--- config.mk ---
export PLATFORM = sky130hd
export DESIGN_NAME = prot_seqrd_ctrl
export DESIGN_NICKNAME = d
export VERILOG_FILES = /design/src/rtl/prot_seqrd_pkg.sv /design/src/rtl/psr_devmatch.sv /design/src/rtl/psr_access_chk.sv /design/src/rtl/psr_pointer.sv /design/src/rtl/psr_status.sv /design/src/rtl/prot_seqrd_ctrl.sv
export SDC_FILE = /design/constraint.sdc
export NUM_CORES = 1
export LEC_CHECK = 0
export ABC_AREA = 1
export BUFFER_PORTS_ARGS = -buffer_cell sky130_fd_sc_hd__buf_2
export CORE_MARGIN = 1.5
export CORE_UTILIZATION = 25
export CTS_BUF_LIST = sky130_fd_sc_hd__clkbuf_16
export DETAILED_ROUTE_END_ITERATION = 8
export GPL_TIMING_DRIVEN = 0
export PLACE_DENSITY_LB_ADDON = 0.25
export SLEW_MARGIN = 20
export SYNTH_ARGS = -nofsm -noshare
export SYNTH_HDL_FRONTEND = slang
export SYNTH_SLANG_ARGS = --single-unit
--- constraint.sdc ---
create_clock -name clk -period 2.3 [get_ports clk]
set_clock_uncertainty 0.1 [all_clocks]
set_input_delay 0.575 -clock clk [delete_from_list [all_inputs] [get_ports clk]]
set_output_delay 0.575 -clock clk [all_outputs]
set_load 0.02 [all_outputs]
--- src/rtl/prot_seqrd_pkg.sv ---
// Shared types for the protected sequential read controller.
// Assumes nothing beyond the 1800-2017 enum support.
package prot_seqrd_pkg;
    typedef enum logic [2:0] {
        ST_IDLE,
        ST_DEV,
        ST_AHI,
        ST_ALO,
        ST_WDATA,
        ST_RDATA
    } psr_state_e;
endpackage

--- src/rtl/psr_devmatch.sv ---
// Device-address comparator with a registered acknowledge decision.
// Compares all DEV_W address bits of the device byte; bit 0 carries direction.
// Assumes capture_i is high for exactly the cycle the device byte is accepted.
module psr_devmatch #(
    parameter int DEV_W = 7
) (
    input  logic             clk,
    input  logic             rst_n,
    input  logic             capture_i,
    input  logic [DEV_W:0]   byte_i,
    input  logic [DEV_W-1:0] dev_addr_i,
    output logic             match_o,
    output logic             rd_dir_o,
    output logic             ack_vld_o,
    output logic             ack_o
);
    logic ack_vld_q;
    logic ack_q;

    // full-width compare of the address field
    always_comb begin
        match_o  = (byte_i[DEV_W:1] == dev_addr_i);
        rd_dir_o = byte_i[0];
    end

    // register the decision for the cycle after the byte
    always_ff @(posedge clk) begin
        if (!rst_n) begin
            ack_vld_q <= 1'b0;
            ack_q     <= 1'b0;
        end else begin
            ack_vld_q <= capture_i;
            ack_q     <= capture_i && match_o;
        end
    end

    assign ack_vld_o = ack_vld_q;
    assign ack_o     = ack_q;


    ack_full_match_chk: assert property (@(posedge clk) disable iff (!rst_n)
        capture_i |=> (ack_vld_o && (ack_o == ($past(byte_i[DEV_W:1]) == $past(dev_addr_i)))));


    ack_only_valid_chk: assert property (@(posedge clk) disable iff (!rst_n)
        ack_o |-> ack_vld_o);
endmodule

--- src/rtl/psr_access_chk.sv ---
// Per-byte read permission check: the end of user memory and the zone map.
// A byte is legal when it lies inside user memory and its zone bit is 0.
// Assumes MEM_BYTES and ZONE_BYTES are powers of two, ZONE_BYTES <= MEM_BYTES.
module psr_access_chk #(
    parameter int ADDR_W     = 16,
    parameter int MEM_BYTES  = 4096,
    parameter int ZONE_BYTES = 256,
    localparam int MEM_AW    = $clog2(MEM_BYTES),
    localparam int ZONE_SH   = $clog2(ZONE_BYTES),
    localparam int NZONES    = MEM_BYTES / ZONE_BYTES,
    localparam int ZIDX_W    = (NZONES > 1) ? $clog2(NZONES) : 1
) (
    input  logic [ADDR_W-1:0] addr_i,
    input  logic [NZONES-1:0] prot_map_i,
    output logic              oob_o,
    output logic              prot_o,
    output logic              legal_o
);
    logic [ZIDX_W-1:0] zone_idx;

    // out-of-range decode, present only when the pointer is wider than memory
    generate
        if (ADDR_W > MEM_AW) begin : g_oob
            always_comb oob_o = (addr_i[ADDR_W-1:MEM_AW] != '0);
        end else begin : g_no_oob
            always_comb oob_o = 1'b0;
        end
    endgenerate

    // zone index selection, a single zone needs no index bits
    generate
        if (NZONES > 1) begin : g_zidx
            always_comb zone_idx = addr_i[MEM_AW-1:ZONE_SH];
        end else begin : g_zone1
            always_comb zone_idx = '0;
        end
    endgenerate

    // combine the two checks
    always_comb begin
        prot_o  = prot_map_i[zone_idx];
        legal_o = !oob_o && !prot_o;
    end
endmodule

--- src/rtl/psr_pointer.sv ---
// Shared byte address pointer for writes and reads.
// Load wins over read advance, which wins over page-wrapping write advance.
// Reads saturate at all-ones; writes wrap inside a PAGE_BYTES page.
module psr_pointer #(
    parameter int ADDR_W     = 16,
    parameter int PAGE_BYTES = 32,
    localparam int PG_SH     = $clog2(PAGE_BYTES)
) (
    input  logic              clk,
    input  logic              rst_n,
    input  logic              load_i,
    input  logic [ADDR_W-1:0] load_val_i,
    input  logic              rd_inc_i,
    input  logic              wr_inc_i,
    output logic [ADDR_W-1:0] ptr_o
);
    logic [ADDR_W-1:0] ptr_q;
    logic [ADDR_W-1:0] rd_next;
    logic [ADDR_W-1:0] wr_next;

    // candidate next values for both advance modes
    always_comb begin
        rd_next = (ptr_q == '1) ? ptr_q : ptr_q + ADDR_W'(1);
        wr_next = {ptr_q[ADDR_W-1:PG_SH], ptr_q[PG_SH-1:0] + PG_SH'(1)};
    end

    // pointer register with fixed priority
    always_ff @(posedge clk) begin
        if (!rst_n)        ptr_q <= '0;
        else if (load_i)   ptr_q <= load_val_i;
        else if (rd_inc_i) ptr_q <= rd_next;
        else if (wr_inc_i) ptr_q <= wr_next;
    end

    assign ptr_o = ptr_q;


    ptr_saturate_chk: assert property (@(posedge clk) disable iff (!rst_n)
        (rd_inc_i && !load_i && (ptr_q == '1)) |=> (ptr_q == '1));


    page_keep_chk: assert property (@(posedge clk) disable iff (!rst_n)
        (wr_inc_i && !rd_inc_i && !load_i) |=> $stable(ptr_q[ADDR_W-1:PG_SH]));
endmodule

--- src/rtl/psr_status.sv ---
// Status register: sticky error bit and write-enable flag.
// The error clear is applied before the set; on the flag a clear beats a set.
// Assumes the caller never asserts the error set and clear together.
module psr_status (
    input  logic clk,
    input  logic rst_n,
    input  logic err_set_i,
    input  logic err_clr_i,
    input  logic wen_set_i,
    input  logic wen_clr_i,
    output logic err_o,
    output logic wen_o
);
    logic err_q;
    logic wen_q;

    // sticky error bit
    always_ff @(posedge clk) begin
        if (!rst_n)         err_q <= 1'b0;
        else if (err_clr_i) err_q <= 1'b0;
        else if (err_set_i) err_q <= 1'b1;
    end

    // write-enable flag, clear dominant
    always_ff @(posedge clk) begin
        if (!rst_n)         wen_q <= 1'b0;
        else if (wen_clr_i) wen_q <= 1'b0;
        else if (wen_set_i) wen_q <= 1'b1;
    end

    assign err_o = err_q;
    assign wen_o = wen_q;


    wen_rise_cause_chk: assert property (@(posedge clk) disable iff (!rst_n)
        $rose(wen_o) |-> $past(wen_set_i));


    wen_clear_wins_chk: assert property (@(posedge clk) disable iff (!rst_n)
        wen_clr_i |=> !wen_o);
endmodule

--- src/rtl/prot_seqrd_ctrl.sv ---
// Top of the protected sequential read controller.
// Sequences device, address and data bytes and owns the read return path.
// It drives a synchronous memory with one cycle of read latency.
// A start outranks a stop, and both outrank a byte or a strobe in the same cycle.
module prot_seqrd_ctrl
    import prot_seqrd_pkg::*;
#(
    parameter int ADDR_W     = 16,
    parameter int MEM_BYTES  = 4096,
    parameter int ZONE_BYTES = 256,
    parameter int PAGE_BYTES = 32,
    parameter int DEV_W      = 7,
    localparam int MEM_AW    = $clog2(MEM_BYTES),
    localparam int NZONES    = MEM_BYTES / ZONE_BYTES,
    localparam int BYTE_W    = DEV_W + 1,
    localparam int HI_W      = ADDR_W - BYTE_W
) (
    input  logic              clk,
    input  logic              rst_n,
    input  logic [DEV_W-1:0]  dev_addr_i,
    input  logic [NZONES-1:0] prot_map_i,
    input  logic              start_i,
    input  logic              stop_i,
    input  logic              byte_vld_i,
    input  logic [BYTE_W-1:0] byte_i,
    input  logic              rd_strobe_i,
    input  logic              wren_cmd_i,
    input  logic              wrdis_cmd_i,
    output logic              ack_vld_o,
    output logic              ack_o,
    output logic              rd_vld_o,
    output logic [BYTE_W-1:0] rd_data_o,
    output logic              err_o,
    output logic              wen_o,
    output logic [MEM_AW-1:0] mem_addr_o,
    output logic              mem_re_o,
    output logic              mem_we_o,
    output logic [BYTE_W-1:0] mem_wdata_o,
    input  logic [BYTE_W-1:0] mem_rdata_i
);
    psr_state_e        state_q, state_d;
    logic [HI_W-1:0]   ahi_q;
    logic              wrote_q;
    logic              rd_pend_q;
    logic              rd_legal_q;

    logic              evt_free;
    logic              byte_ok;
    logic              dev_byte;
    logic              match;
    logic              rd_dir;
    logic              ptr_load;
    logic              wr_fire;
    logic              wr_do;
    logic              rd_fire;
    logic [ADDR_W-1:0] ptr;
    logic              oob;
    logic              prot;
    logic              legal;
    logic              err_set;
    logic              err_clr;
    logic              wen_clr;

    // qualify bytes and strobes: none is taken in a cycle with a start or stop
    always_comb begin
        evt_free = !start_i && !stop_i;
        byte_ok  = byte_vld_i && evt_free;
        dev_byte = byte_ok && (state_q == ST_DEV);
        ptr_load = byte_ok && (state_q == ST_ALO);
        wr_fire  = byte_ok && (state_q == ST_WDATA);
        wr_do    = wr_fire && wen_o && !oob;
        rd_fire  = rd_strobe_i && evt_free && (state_q == ST_RDATA);
    end

    psr_devmatch #(
        .DEV_W(DEV_W)
    ) u_devmatch (
        .clk        (clk),
        .rst_n      (rst_n),
        .capture_i  (dev_byte),
        .byte_i     (byte_i),
        .dev_addr_i (dev_addr_i),
        .match_o    (match),
        .rd_dir_o   (rd_dir),
        .ack_vld_o  (ack_vld_o),
        .ack_o      (ack_o)
    );

    psr_pointer #(
        .ADDR_W     (ADDR_W),
        .PAGE_BYTES (PAGE_BYTES)
    ) u_pointer (
        .clk        (clk),
        .rst_n      (rst_n),
        .load_i     (ptr_load),
        .load_val_i ({ahi_q, byte_i}),
        .rd_inc_i   (rd_fire),
        .wr_inc_i   (wr_fire),
        .ptr_o      (ptr)
    );

    psr_access_chk #(
        .ADDR_W     (ADDR_W),
        .MEM_BYTES  (MEM_BYTES),
        .ZONE_BYTES (ZONE_BYTES)
    ) u_access (
        .addr_i     (ptr),
        .prot_map_i (prot_map_i),
        .oob_o      (oob),
        .prot_o     (prot),
        .legal_o    (legal)
    );

    // status causes: errors from reads only, the flag from commands and write end
    always_comb begin
        err_set = rd_fire && !legal;
        err_clr = dev_byte && match;
        wen_clr = wrdis_cmd_i || ((start_i || stop_i) && wrote_q);
    end

    psr_status u_status (
        .clk       (clk),
        .rst_n     (rst_n),
        .err_set_i (err_set),
        .err_clr_i (err_clr),
        .wen_set_i (wren_cmd_i),
        .wen_clr_i (wen_clr),
        .err_o     (err_o),
        .wen_o     (wen_o)
    );

    // transaction phase sequencing
    always_comb begin
        state_d = state_q;
        if (start_i) begin
            state_d = ST_DEV;
        end else if (stop_i) begin
            state_d = ST_IDLE;
        end else if (byte_vld_i) begin
            case (state_q)
                ST_DEV:  state_d = match ? (rd_dir ? ST_RDATA : ST_AHI) : ST_IDLE;
                ST_AHI:  state_d = ST_ALO;
                ST_ALO:  state_d = ST_WDATA;
                default: state_d = state_q;
            endcase
        end
    end

    // phase register
    always_ff @(posedge clk) begin
        if (!rst_n) state_q <= ST_IDLE;
        else        state_q <= state_d;
    end

    // high address byte holding register
    always_ff @(posedge clk) begin
        if (!rst_n)                             ahi_q <= '0;
        else if (byte_ok && state_q == ST_AHI) ahi_q <= byte_i[HI_W-1:0];
    end

    // tracks whether the current write stored at least one byte
    always_ff @(posedge clk) begin
        if (!rst_n)                 wrote_q <= 1'b0;
        else if (start_i || stop_i) wrote_q <= 1'b0;
        else if (wr_do)             wrote_q <= 1'b1;
    end

    // read return pipeline, aligned with the memory latency
    always_ff @(posedge clk) begin
        if (!rst_n) begin
            rd_pend_q  <= 1'b0;
            rd_legal_q <= 1'b0;
        end else begin
            rd_pend_q  <= rd_fire;
            rd_legal_q <= legal;
        end
    end

    // memory port and read byte outputs
    always_comb begin
        mem_addr_o  = ptr[MEM_AW-1:0];
        mem_re_o    = rd_fire && legal;
        mem_we_o    = wr_do;
        mem_wdata_o = byte_i;
        rd_vld_o    = rd_pend_q;
        rd_data_o   = rd_legal_q ? mem_rdata_i : '1;
    end


    oob_read_ff_chk: assert property (@(posedge clk) disable iff (!rst_n)
        (rd_fire && oob) |=> (rd_vld_o && (rd_data_o == '1) && err_o));


    prot_read_ff_chk: assert property (@(posedge clk) disable iff (!rst_n)
        (rd_fire && prot) |=> (rd_vld_o && (rd_data_o == '1) && err_o));


    err_sticky_chk: assert property (@(posedge clk) disable iff (!rst_n)
        (err_o && !(byte_vld_i && state_q == ST_DEV)) |=> err_o);


    read_keeps_wen_chk: assert property (@(posedge clk) disable iff (!rst_n)
        (state_q == ST_RDATA && !wren_cmd_i && !wrdis_cmd_i) |=> $stable(wen_o));


    write_needs_wen_chk: assert property (@(posedge clk) disable iff (!rst_n)
        mem_we_o |-> wen_o);


    rd_one_cycle_chk: assert property (@(posedge clk) disable iff (!rst_n)
        rd_vld_o |-> $past(rd_strobe_i));
endmodule

==> impl_metrics.yaml <==
finish:
  finalInstanceArea_um2: 3354
  antenna_cells: 0
  nNetsFinal: 547
  area_delta_synth_final_pct: 35.54
  drive_gt1_share_pct: 33.80
setup_path:
  arrival_ns: 1.56
  critPathCaptureType: "primary output"
  start_kind: "flip-flop"
  timing_worst_setup_path_type: "flip-flop to primary output"
  rr_startpoint: "u_pointer.ptr_o[0]"
  crit_start: "u_pointer.ptr_o[8]"
  crit_required_ns: 1.62
  crit_fanout: 5
power_and_ir_drop:
  cellLeakagePower_nw: 1.703
  peakVddDrop_mv: 0.2325
  p_per_area_nw_per_um2: 423.5
timing:
  worst_pin_slew_ns: 0.4375
  timing.hold.ws_ns: 0.3489
  slew_viol_final: 0
  hold_violations: 0
  rsz0062_at_grt: "true"
  max-slew-margin-rel_pct: 70.83
  setup_ws_ns: 0.06682
  setup_viol: 0
  fmax_mhz: 447.8
  fin_crit_ns: 2.233
  fin_crit_sh_pct: 97.09
global_routing:
  grt_max_degree: 12
  antenna_found_initial: 0
  first_global_vias: 2369
  grt_usage_pct: 13.82
  grt_pass1_wl_mm: 11.25
  overflow: 0
logic_synthesis:
  syn_nets: 448
  synth-edff-count: 0
  syn_avg_cell_area_um2: 6.187
  ys_top_cells_by_count: "nand2_1, nor2_1, inv_1"
  synth.most_common_cell: "nand2_1"
  ys_types: 35
  synthCells: 400
  postSynth.asyncResetShare_pct: 0
  yosys_most_used_dff: "dfxtp_1"
  synth_area_um2: 2475
  yosys.area.top_type: "dfxtp_1"
  ys_seq_area_share_pct: 27.50
  yosys.area.top_type_share_pct: 27.50
  synthTopCellsByArea: "dfxtp_1, nand2_1, nor2_1, inv_1, buf_4"
  synth-seq-cells: 34
  ys_warn_count: 0
routing:
  routedWlPerCell_um: 11.35
  num_vias: 2681
  drc_errors: 0
  vias_per_cell: 4.235
  antenna_left: 0
  postRouteWirelength_mm: 7.184
  drtPass1Iterations: 4
  drtIter0Drc: 118
floorplanning:
  ios: 82
  core_um2: 9684
  row_count: 36
  die_h_um: 102.5
  start_util_pct: 25.56
  die_width_um: 102.5
  dieArea_um2: 10510
clock_network:
  cts.htree.levels: 2
  numCtsBuffers: 5
  clock-root-buffer: "clkbuf_16"
  clk_latency_ns: 0.28
  cts_tree: "yes"
  cts.sinks: 34
  hold_buffers: 0
  path_clk_slew_ns: 0.06
  clockBufferDepth: 2
placement:
  gp_congestion: 0.8562
  placed_cell_area_um2: 3047
  post-place-ws_ns: -0.05737
  io_buffers: 81
  dp.final_hpwl_mm: 5.668
job:
  drv_cap: 0
min_path:
  min_from: "wrote_q"
  min_path_type: "flip-flop to flip-flop"
run_status:
  status: "complete, no violations"
==> cells by family after synthesis <==
kind of cell | synth area share (%)
AND/OR/NAND/NOR | 41.46
buffers and inverters | 18.05
AO/OA/AOI/OAI | 10.01
flip-flops | 27.50
XOR/XNOR | 2.477
adder cells (fa/ha/maj) | 0.5055
==> layout make-up <==
class	instances	area, um^2
fillers	1066	6330
clock inverters	3	16.27
plain buffers	31	235.2
clock buffers	5	125.1
repair buffers	92	514.2
well taps	133	166.4
flip-flops and latches	34	685.7
inverters	59	226.5
multi-input cells	276	1385
==> sequential cells by signal (all words and copies together) (netlist names) <==
name,flops
u_pointer.ptr_o,16
ahi_q,8
state_q,3
rd_legal_q,1
rd_vld_o,1
u_devmatch.ack_o,1
u_devmatch.ack_vld_o,1
u_status.err_o,1
u_status.wen_o,1
wrote_q,1
==> routing by layer <==
layer  up-vias  global-route usage (%)  part of all wire [%]
li1       1436                       -                     -
met1      1157                   17.59                    48
met2        78                   23.43                    45
met3        10                   2.373                   5.4
met4         0                   5.163                   1.9
met5         -                       0                     0
==> where the power goes <==
part	internal (mW)	leakage (nW)	switching (mW)	total, mW
Combinational	0.0768	1.36	0.0956	0.172
Clock	0.395	0.0672	0.261	0.656
Sequential	0.591	0.276	0.00143	0.592
Total	1.06	1.70	0.358	1.42
==> per-stage QoR <==
stage	power, mW	setup TNS (ns)	instances	util, %
after floorplan	0.6936	0	400	-
after global placement	0.7695	-0.05679	614	31.46
after detailed placement	0.7701	-0.05737	614	31.46
after CTS	1.424	0	622	33.06
after global routing	1.481	-0.06561	633	34.64
final	1.421	0	633	34.64
==> critical path: stages (launching register included) <==
cell and delay (ns):
dfxtp_4 0.38, buf_6 0.13, nand2_2 0.06, nand3_2 0.06
nand2_1 0.05, nand2_1 0.07, nand2_1 0.06, nor2_2 0.11
nand2_2 0.09, nor2_2 0.13, buf_6 0.13
==> cells in the final DEF (no fill, tap or decap), types with 5 or more instances in the layout <==
| master | instances |
|---|---|
| a21oi_1 | 14 |
| nand2_2 | 8 |
| nand4_1 | 11 |
| buf_4 | 31 |
| nand3_1 | 24 |
| clkbuf_16 | 5 |
| nand2_1 | 95 |
| inv_2 | 7 |
| nor2_1 | 60 |
| buf_6 | 8 |
| inv_1 | 50 |
| dfxtp_1 | 32 |
| o21ai_0 | 22 |
| buf_2 | 80 |
==> path summary, 6_finish.rpt <==
check                                          end  slack [ns]  cells after the start
worst max-delay path                      mem_re_o        0.07                     10
worst max register to register  u_pointer.ptr_o[9]        0.35                     11
worst min-delay path                u_status.wen_o        0.35                      1
worst min register to register      u_status.wen_o        0.35                      1
==> what timing repair did <==
action	CTS	global route
buffers inserted	0	10
endpoints found under the setup margin	2	2
hold endpoints to repair	0	0
cloned	0	1
pin swaps	0	11
resized for setup	5	24
Power figures use the tool's default switching activity.
